[src/rtl/rvs_pkg.sv]
package rvs_pkg;

  typedef enum logic [1:0] {
    ST_HOLD = 2'd0,
    ST_STAB = 2'd1,
    ST_SEQ  = 2'd2,
    ST_RUN  = 2'd3
  } rvs_state_e;

  typedef struct packed {
    logic page_sel;
    logic g_flag;
    logic sub_clk_sel;
    logic periph_clk_en;
    logic svd_en;
    logic booster_en;
  } ctl_bits_t;

  localparam ctl_bits_t CTL_RESET = '{
    page_sel:      1'b0,
    g_flag:        1'b0,
    sub_clk_sel:   1'b0,
    periph_clk_en: 1'b1,
    svd_en:        1'b1,
    booster_en:    1'b0
  };

  localparam int unsigned SEQ_STEPS = 7;

endpackage

[src/rtl/rvs_pin_qual.sv]
module rvs_pin_qual #(
  parameter int unsigned SYNC_STAGES = 2,
  parameter int unsigned PULSE_MIN   = 8
) (
  input  logic clk,
  input  logic por_n,
  input  logic pin_n,
  output logic pin_hold
);
  localparam int unsigned CW = $clog2(PULSE_MIN + 1);
  localparam logic [CW-1:0] CMAX = CW'(PULSE_MIN);

  logic [SYNC_STAGES-1:0] sync_q;
  logic [CW-1:0]          low_cnt;
  logic                   pin_s;

  generate
    if (SYNC_STAGES == 1) begin : g_one
      always_ff @(posedge clk or negedge por_n) begin
        if (!por_n) sync_q <= '1;
        else        sync_q <= pin_n;
      end
    end else begin : g_chain
      always_ff @(posedge clk or negedge por_n) begin
        if (!por_n) sync_q <= '1;
        else        sync_q <= {sync_q[SYNC_STAGES-2:0], pin_n};
      end
    end
  endgenerate

  assign pin_s = sync_q[SYNC_STAGES-1];

  // Saturating count of consecutive low samples
  always_ff @(posedge clk or negedge por_n) begin
    if (!por_n)             low_cnt <= '0;
    else if (pin_s)         low_cnt <= '0;
    else if (low_cnt != CMAX) low_cnt <= low_cnt + 1'b1;
  end

  assign pin_hold = (low_cnt == CMAX);

endmodule

[src/rtl/rvs_stab_timer.sv]
module rvs_stab_timer #(
  parameter int unsigned STAB_CYCLES = 262144
) (
  input  logic clk,
  input  logic por_n,
  input  logic run,
  output logic done
);
  localparam int unsigned CW = $clog2(STAB_CYCLES + 1);
  localparam logic [CW-1:0] LAST = CW'(STAB_CYCLES - 1);

  logic [CW-1:0] cnt;

  always_ff @(posedge clk or negedge por_n) begin
    if (!por_n)   cnt <= '0;
    else if (!run) cnt <= '0;
    else if (cnt != LAST) cnt <= cnt + 1'b1;
  end

  assign done = run && (cnt == LAST);

endmodule

[src/rtl/rvs_vec_fetch.sv]
module rvs_vec_fetch #(
  parameter int unsigned ADDR_W = 16,
  parameter int unsigned DATA_W = 8
) (
  input  logic                  clk,
  input  logic                  por_n,
  input  logic                  active,
  output logic                  done,
  output logic                  req_valid,
  input  logic                  req_ready,
  output logic [ADDR_W-1:0]     req_addr,
  input  logic                  rsp_valid,
  output logic                  rsp_ready,
  input  logic [DATA_W-1:0]     rsp_data,
  output logic [2*DATA_W-1:0]   pc_value
);
  localparam int unsigned SW = $clog2(rvs_pkg::SEQ_STEPS);
  localparam logic [SW-1:0] S_IDLE   = SW'(0);
  localparam logic [SW-1:0] S_REQ_LO = SW'(1);
  localparam logic [SW-1:0] S_RSP_LO = SW'(2);
  localparam logic [SW-1:0] S_REQ_HI = SW'(3);
  localparam logic [SW-1:0] S_RSP_HI = SW'(4);
  localparam logic [SW-1:0] S_LOAD   = SW'(5);
  localparam logic [SW-1:0] S_LAST   = SW'(rvs_pkg::SEQ_STEPS - 1);
  localparam logic [ADDR_W-1:0] VEC_HI = '1;
  localparam logic [ADDR_W-1:0] VEC_LO = VEC_HI - 1'b1;

  logic [SW-1:0]     step;
  logic              adv;
  logic [DATA_W-1:0] lo_q, hi_q;
  logic [2*DATA_W-1:0] pc_q;

  always_comb begin
    unique case (step)
      S_REQ_LO, S_REQ_HI: adv = req_ready;
      S_RSP_LO, S_RSP_HI: adv = rsp_valid;
      default:            adv = 1'b1;
    endcase
  end

  always_ff @(posedge clk or negedge por_n) begin
    if (!por_n)                    step <= S_IDLE;
    else if (!active)              step <= S_IDLE;
    else if (adv && step != S_LAST) step <= step + 1'b1;
  end

  always_ff @(posedge clk or negedge por_n) begin
    if (!por_n) begin
      lo_q <= '0;
      hi_q <= '0;
      pc_q <= '0;
    end else if (active) begin
      if (step == S_RSP_LO && rsp_valid) lo_q <= rsp_data;
      if (step == S_RSP_HI && rsp_valid) hi_q <= rsp_data;
      if (step == S_LOAD)                pc_q <= {hi_q, lo_q};
    end
  end

  assign req_valid = active && (step == S_REQ_LO || step == S_REQ_HI);
  assign req_addr  = (step == S_REQ_HI) ? VEC_HI : VEC_LO;
  assign rsp_ready = active && (step == S_RSP_LO || step == S_RSP_HI);
  assign done      = active && (step == S_LAST);
  assign pc_value  = pc_q;

endmodule

[src/rtl/reset_vector_seq.sv]
module reset_vector_seq #(
  parameter int unsigned SYNC_STAGES = 2,
  parameter int unsigned PULSE_MIN   = 8,
  parameter int unsigned STAB_CYCLES = 262144,
  parameter int unsigned ADDR_W      = 16,
  parameter int unsigned DATA_W      = 8
) (
  input  logic                clk,
  input  logic                por_n,
  input  logic                rst_pin_n,
  input  logic                wdt_req,
  output logic                req_valid,
  input  logic                req_ready,
  output logic [ADDR_W-1:0]   req_addr,
  input  logic                rsp_valid,
  output logic                rsp_ready,
  input  logic [DATA_W-1:0]   rsp_data,
  output logic                core_run,
  output logic [2*DATA_W-1:0] pc_value,
  output logic                ctl_load,
  output logic [5:0]          ctl_vals
);
  import rvs_pkg::*;

  rvs_state_e state, state_nx;
  logic pin_hold, src, stab_done, fetch_done, load_q;

  rvs_pin_qual #(.SYNC_STAGES(SYNC_STAGES), .PULSE_MIN(PULSE_MIN)) u_qual (
    .clk(clk), .por_n(por_n), .pin_n(rst_pin_n), .pin_hold(pin_hold)
  );

  rvs_stab_timer #(.STAB_CYCLES(STAB_CYCLES)) u_stab (
    .clk(clk), .por_n(por_n), .run(state == ST_STAB), .done(stab_done)
  );

  rvs_vec_fetch #(.ADDR_W(ADDR_W), .DATA_W(DATA_W)) u_fetch (
    .clk(clk), .por_n(por_n), .active(state == ST_SEQ), .done(fetch_done),
    .req_valid(req_valid), .req_ready(req_ready), .req_addr(req_addr),
    .rsp_valid(rsp_valid), .rsp_ready(rsp_ready), .rsp_data(rsp_data),
    .pc_value(pc_value)
  );

  assign src = pin_hold || wdt_req;

  always_comb begin
    state_nx = state;
    unique case (state)
      ST_HOLD: if (!src) state_nx = ST_STAB;
      ST_STAB: if (src) state_nx = ST_HOLD; else if (stab_done)  state_nx = ST_SEQ;
      ST_SEQ:  if (src) state_nx = ST_HOLD; else if (fetch_done) state_nx = ST_RUN;
      default: if (src) state_nx = ST_HOLD;
    endcase
  end

  always_ff @(posedge clk or negedge por_n) begin
    if (!por_n) begin
      state  <= ST_HOLD;
      load_q <= 1'b0;
    end else begin
      state  <= state_nx;
      load_q <= (state == ST_HOLD) && (state_nx == ST_STAB);
    end
  end

  assign core_run = (state == ST_RUN);
  assign ctl_load = load_q;
  assign ctl_vals = CTL_RESET;

endmodule

[config.mk]
export PLATFORM = sky130hd
export DESIGN_NAME = reset_vector_seq
export DESIGN_NICKNAME = d
export VERILOG_FILES = /design/src/rtl/rvs_pkg.sv /design/src/rtl/rvs_pin_qual.sv /design/src/rtl/rvs_stab_timer.sv /design/src/rtl/rvs_vec_fetch.sv /design/src/rtl/reset_vector_seq.sv
export SDC_FILE = /design/constraint.sdc
export NUM_CORES = 1
export LEC_CHECK = 0
export ABC_AREA = 1
export BUFFER_PORTS_ARGS = -buffer_cell sky130_fd_sc_hd__buf_2
export CORE_AREA = 8 8 98 100
export DETAILED_ROUTE_END_ITERATION = 6
export DIE_AREA = 0 0 106 108
export PLACE_DENSITY = 0.59
export SLEW_MARGIN = 10
export SYNTH_ARGS = -nofsm -noshare
export SYNTH_HDL_FRONTEND = slang
export SYNTH_SLANG_ARGS = --single-unit
[constraint.sdc]
create_clock -name clk -period 1.6 [get_ports clk]
set_input_delay 0.08 -clock clk [delete_from_list [all_inputs] [get_ports clk]]
set_output_delay 0.08 -clock clk [all_outputs]
set_load 0.01 [all_outputs]
Yosys cells after proc, flatten, opt, wreduce, memory -nomap -nowiden
Cells that the tools add are included.
{"block": "op_classes", "n_addsub": 3, "eq_ne": 17, "muxes": 15, "reduce_logical": 18}
{"operator": "19-bit two-way mux", "count": 2}
{"operator": "19-bit by 1-bit adder with 19-bit output, second input constant", "count": 1}
{"operator": "19-bit by 18-bit == test with 1-bit output, second input constant", "count": 1}
{"operator": "19-bit by 18-bit != test with 1-bit output, second input constant", "count": 1}
{"operator": "2-bit two-way mux", "count": 6}
{"operator": "3-bit == test, second input constant", "count": 3}
{"operator": "1-bit logical AND", "count": 8}
{"operator": "4-bit two-way mux", "count": 2}
{"operator": "3-bit by 2-bit == test with 1-bit output, second input constant", "count": 2}
{"operator": "3-bit two-way mux", "count": 2}
{"operator": "2-bit case mux with 3 select lines", "count": 1}
{"operator": "2-bit AND reduction", "count": 3}
{"operator": "4-bit by 1-bit adder with 4-bit output, second input constant", "count": 1}
{"operator": "2-bit by 1-bit == test with 1-bit output, second input constant", "count": 2}
{"operator": "2-bit == test, second input constant", "count": 2}
{"operator": "4-bit == test, second input constant", "count": 1}
{"operator": "2-bit != test, second input constant", "count": 2}
{"operator": "4-bit != test, second input constant", "count": 1}
{"operator": "2-bit OR reduction", "count": 2}
{"operator": "3-bit by 1-bit adder with 3-bit output, second input constant", "count": 1}
{"operator": "3-bit by 1-bit == test with 1-bit output, second input constant", "count": 1}
{"operator": "1-bit logical OR", "count": 3}
{"operator": "3-bit != test, second input constant", "count": 1}
{"operator": "2-bit logical NOT", "count": 1}
{"operator": "3 further kinds", "count": 3}
{"block": "totals", "regBits": 63, "in_bits": 14, "output_inout_bits": 42, "elab_cells": 62}

Depth between registers and ports, before layout
{"block": "depth", "depth_word": 7, "ltp_mapped": 9, "depth_no_buf": 9}

Modules after synthesis
Synthesis repeated with hierarchy kept, for this count alone.
{"block": "unflattened", "hier_cells": 392, "area_unflattened_um2": 3225.6}
{"mod": "rvs_vec_fetch", "n_inst": 1, "cells_per_inst": 178, "area_per_inst_um2": 1616.6, "seq_area_each_um2": 875.8}
{"mod": "rvs_stab_timer", "n_inst": 1, "cells_per_inst": 156, "area_per_inst_um2": 1138.6, "seq_area_each_um2": 475.5}
{"mod": "rvs_pin_qual", "n_inst": 1, "cells_per_inst": 31, "area_per_inst_um2": 279.0, "seq_area_each_um2": 152.6}
{"mod": "reset_vector_seq", "n_inst": 1, "cells_per_inst": 27, "area_per_inst_um2": 191.4, "seq_area_each_um2": 75.1}

Least setup slack after synthesis
No wires, ideal clock.
{"block": "synth_path", "kind": "register -> register", "from": "register u_stab.cnt[0]", "to": "register u_stab.cnt[8]", "arrival_ns": 1.342, "t_required_ns": 1.481, "path_slack_ns": 0.138, "path_stages_with_launch": 9, "path_buffers": 0, "path_cell_list": "dfrtp_1 -> ha_1 -> nand2_1 -> nor2_4 -> nand2_4 -> inv_1 -> or2_2 -> nand3_1 -> nand2_1"}
{"block": "synth_between", "elab_chain_len": 3, "elab_cells_between_ends": 5, "cone_classes": "add/sub (1); eq/ne (2); mux (2)"}
{"item": "start, declared", "line": "rvs_stab_timer.sv:12", "text": "logic [CW-1:0] cnt;"}
{"item": "start signal, assigned", "line": "rvs_stab_timer.sv:17", "text": "else if (cnt != LAST) cnt <= cnt + 1'b1;"}
{"item": "19-bit by 1-bit adder with 19-bit output", "line": "rvs_stab_timer.sv:17"}
{"item": "19-bit two-way mux", "line": "rvs_stab_timer.sv:17"}
{"item": "19-bit two-way mux", "line": "rvs_stab_timer.sv:16", "text": "else if (!run) cnt <= '0;"}
Parallel ways exist; a longest one is shown, timed or not. The select of a mux whose other input is x is not followed.
A chain may end at the register's enable or synchronous reset.

Worst setup path after layout
{"block": "layout_path", "from": "register u_fetch.step[0]", "to": "output port rsp_ready"}
{"block": "layout_between", "elab_chain_len": 3, "elab_cells_between_ends": 4, "cone_classes": "eq/ne (2); reduce/logical (2)"}
{"item": "start, declared", "line": "rvs_vec_fetch.sv:28", "text": "logic [SW-1:0] step;"}
{"item": "start signal, assigned", "line": "rvs_vec_fetch.sv:44", "text": "else if (adv && step != S_LAST) step <= step + 1'b1;"}
{"item": "3-bit by 2-bit == test with 1-bit output / 3-bit == test (equally long branches)", "line": "rvs_vec_fetch.sv:61", "text": "assign rsp_ready = active && (step == S_RSP_LO || step == S_RSP_HI);"}
{"item": "1-bit logical OR *", "line": "rvs_vec_fetch.sv:61"}
{"item": "1-bit logical AND *", "line": "rvs_vec_fetch.sv:61"}
{"item": "end, declared", "line": "reset_vector_seq.sv:16", "text": "output logic rsp_ready,"}
Every way passes the cells marked *; elsewhere a longest branch is shown, timed or not.

==> results.md <==
* Fraction of registers with async set/reset at 100%
* Nets at between 400 and 500
* Hold Fails Final Rpt at 0
* Initial antenna violation count at 0
* CP Capture Type: output pin
* Gr busiest metal: met2
* Pwr Total at 0.00308 W
* Register area at 0.00158 sq mm
* Crit path kind: reg2out
* H-tree levels at 3
* Die width at 106 um
* Remaining Overflow, GRT at 0
* # port buffers at 34
* Via Count at around 2500
* Setup crit start kind: flop
* Met1 Use GR at 14.0%
* Initial Util at about two fifths
* Sequential area share after synthesis at 50.0%
* Sinks on Clock Net at 63
* Worst-skew pair later-pin latency at between 0.3 and 0.4 ns
* Vias in the first global route at 2548
* Fmax achieved at 646 MHz
* Root Buffer: clkbuf_8
* Worst setup margin at 0.0511 ns
* Synth area leader: dfrtp_1
* Setup violations, final at 0
* Final HPWL DP at 4.71 mm
* Crit path arrival time at between 1 and 1.5 ns
* Cells after Synth at approximately 380
* Synth top area cells: dfrtp_1 (48%), nand2_1 (11%), buf_4 (5.2%)
* Maxcap violations at 0
* Drt initial violations at 113
* Wire per inst at 12.1 um
* Drt drc at 0
* PwrDens at 819 mW/mm^2
* Drt total wl at about 6.6 mm
* Largest net degree at the start of global routing at 33
* Worst IR Drop VDD at around 0.57 mV
* Top cell type's share of synthesized area at about 48%
* DP Worst Slack at roughly 0.11 ns
* Row count at 33
* Total track usage at between 10% and 20%
* Antenna cells at 0
* Fin crit share at 96.8%
* Mapped cell area at 0.00316 sq mm
* Synth Register Bits at 63
* Clk slew on worst S/H paths at 0.07 ns
* Die area at 0.0114 sq mm
* Die height at between 100 and 150 um
* Core area at 0.00805 sq mm
* Top_reg_cell synth: dfrtp_1
* Min Clock Period, post-route at roughly 1.5 ns
* Drt via density at 4.55
* Hold WS at 0.0403 ns
* Status: completed
* Netlist cell types at 32
* Min-delay worst type: in2reg
* RSZ-0062 raised after global routing: yes
* CP Max Fanout at 4
* LEAKAGE at 1.98 nW
* Fillers at 776
* CTS tree: done
* Syn_area_per_cell at roughly 8.3 sq um
* First-pass GRT wire length at 11.2 mm
* Slew Viols, Final at 0
* Remaining antenna violation count at 0
* Clock buffer depth at 2
* GPL Wtd Cong at 0.832
* GR met3 Demand/Resource at 3.75%
* I/O pin count at 56
* Layout cells sized above 1 at 20.2%
* Pre-antenna DRT Iters at 4
* Worst-Margin Slew at 0.597 ns
* TritonCTS Buffers at 9
* Setup Skew at 0.00558 ns
* Yosys warns at 0
* Number of enable flip-flop cells after synthesis at 0
* Slew headroom at 60.2%
* Area occupied by multi-input gates at around 0.0013 sq mm
* Global routing usage on met2 at 19.6%
* WP data required at 1.52 ns
* P&R area growth vs syn at 19.1%
## final timing paths
check,start,endpoint,slack [ns],cells after the start
hold reg to reg,u_qual.sync_q[0],u_qual.sync_q[1],0.36,0
setup reg to reg,u_stab.cnt[1],state[1],0.15,7
min in group asynchronous,por_n,u_qual.low_cnt[0],0.29,2
max in group asynchronous,por_n,u_fetch.lo_q[5],0.80,3
hold / removal,wdt_req,state[1],0.04,3
setup / recovery,u_fetch.step[0],rsp_ready,0.05,5
## cell usage after synthesis, types with 2 or more instances
library cell  number
nand2_1           95
dfrtp_1           61
inv_1             37
nor2_1            34
nand3_1           31
o21ai_1           29
buf_4             22
a21oi_1           13
ha_1               8
or2_2              5
buf_2              4
inv_2              4
nand4_1            4
nor2_4             3
nor3_1             3
o21bai_1           3
or2_1              3
clkbuf_1           2
conb_1             2
dfstp_2            2
nor2_2             2
## cell type report
cell class | instances | share of cell area, %
Clock inverter | 7 | 1.46
Inverter | 41 | 4.09
Clock buffer | 9 | 3.30
Multi-Input combinational cell | 265 | 35.2
Sequential cell | 63 | 42.0
Timing Repair Buffer | 55 | 10.4
Tap cell | 105 | 3.50
## metrics by stage
step,cells,setup TNS (ns),cell area [sq um],util (%)
floorplan,397,0,3230,-
global placement,515,0,3420,42.5
detailed placement,515,0,3420,42.5
CTS,541,0,3700,46.0
global route,545,-0.0541,3760,46.7
finish,545,0,3760,46.7
## logic make-up after synthesis
| kind of cell | count (synthesis) | share of synthesized area (%) |
|---|---|---|
| compound gates | 47 | 7.81 |
| xor+xnor | 1 | 0.278 |
| fa+ha+maj | 8 | 3.17 |
| buf+inv | 70 | 11.3 |
| flops | 63 | 50.0 |
| other cells | 2 | 0.238 |
| simple gates | 187 | 27.1 |
## cells in the final DEF (no fill, tap or decap), drive strengths merged
| cell | n |
|---|---|
| a211oi | 1 |
| a21oi | 13 |
| a31oi | 1 |
| and2 | 1 |
| buf | 45 |
| clkbuf | 9 |
| clkinv | 1 |
| clkinvlp | 2 |
| conb | 21 |
| dfrtp | 61 |
| dfstp | 2 |
| dlygate4sd3 | 10 |
| ha | 8 |
| inv | 45 |
| nand2 | 97 |
| nand3 | 33 |
| nand4 | 5 |
| nor2 | 40 |
| nor3 | 3 |
| nor4 | 1 |
| o21ai | 29 |
| o21bai | 3 |
| or2 | 8 |
| xor2 | 1 |
## critical path, stage by stage, from the launching register on
cell     delay (ns)
dfrtp_2        0.43
inv_1          0.09
ha_2           0.19
nand2_1        0.10
a21oi_2        0.16
buf_2          0.15
## registers in the layout, summed over array words and instances, names as in the netlist
signal / cells
u_fetch.step: 3
u_qual.sync_q: 2
u_fetch.hi_q: 8
u_fetch.pc_value: 16
ctl_load: 1
u_qual.low_cnt: 4
state: 2
u_stab.cnt: 19
u_fetch.lo_q: 8
## layer usage
metal	routed length (um)	part of all wire [%]
met1	3050	46
met2	3140	48
met5	0	0
met4	92	1.4
met3	311	4.7
## timing repair
action | in CTS | in global routing
hold buffers | 10 | 0
gates resized for setup | 1 | 7
buffers inserted | 0 | 3
cloned | 0 | 1
hold endpoints to repair | 33 | 0
endpoints found under the setup margin | 1 | 8
pin swaps | 0 | 1
## report_power, final
group | leakage [nW] | switching [W] | internal, W | total, W
Combinational | 1.11 | 0.000106 | 0.0000661 | 0.000172
Clock | 0.0870 | 0.000698 | 0.000580 | 0.00128
Sequential | 0.780 | 0.0000155 | 0.00161 | 0.00163
Total | 1.98 | 0.000819 | 0.00226 | 0.00308
No activity file was read; power rests on OpenSTA's default activity.
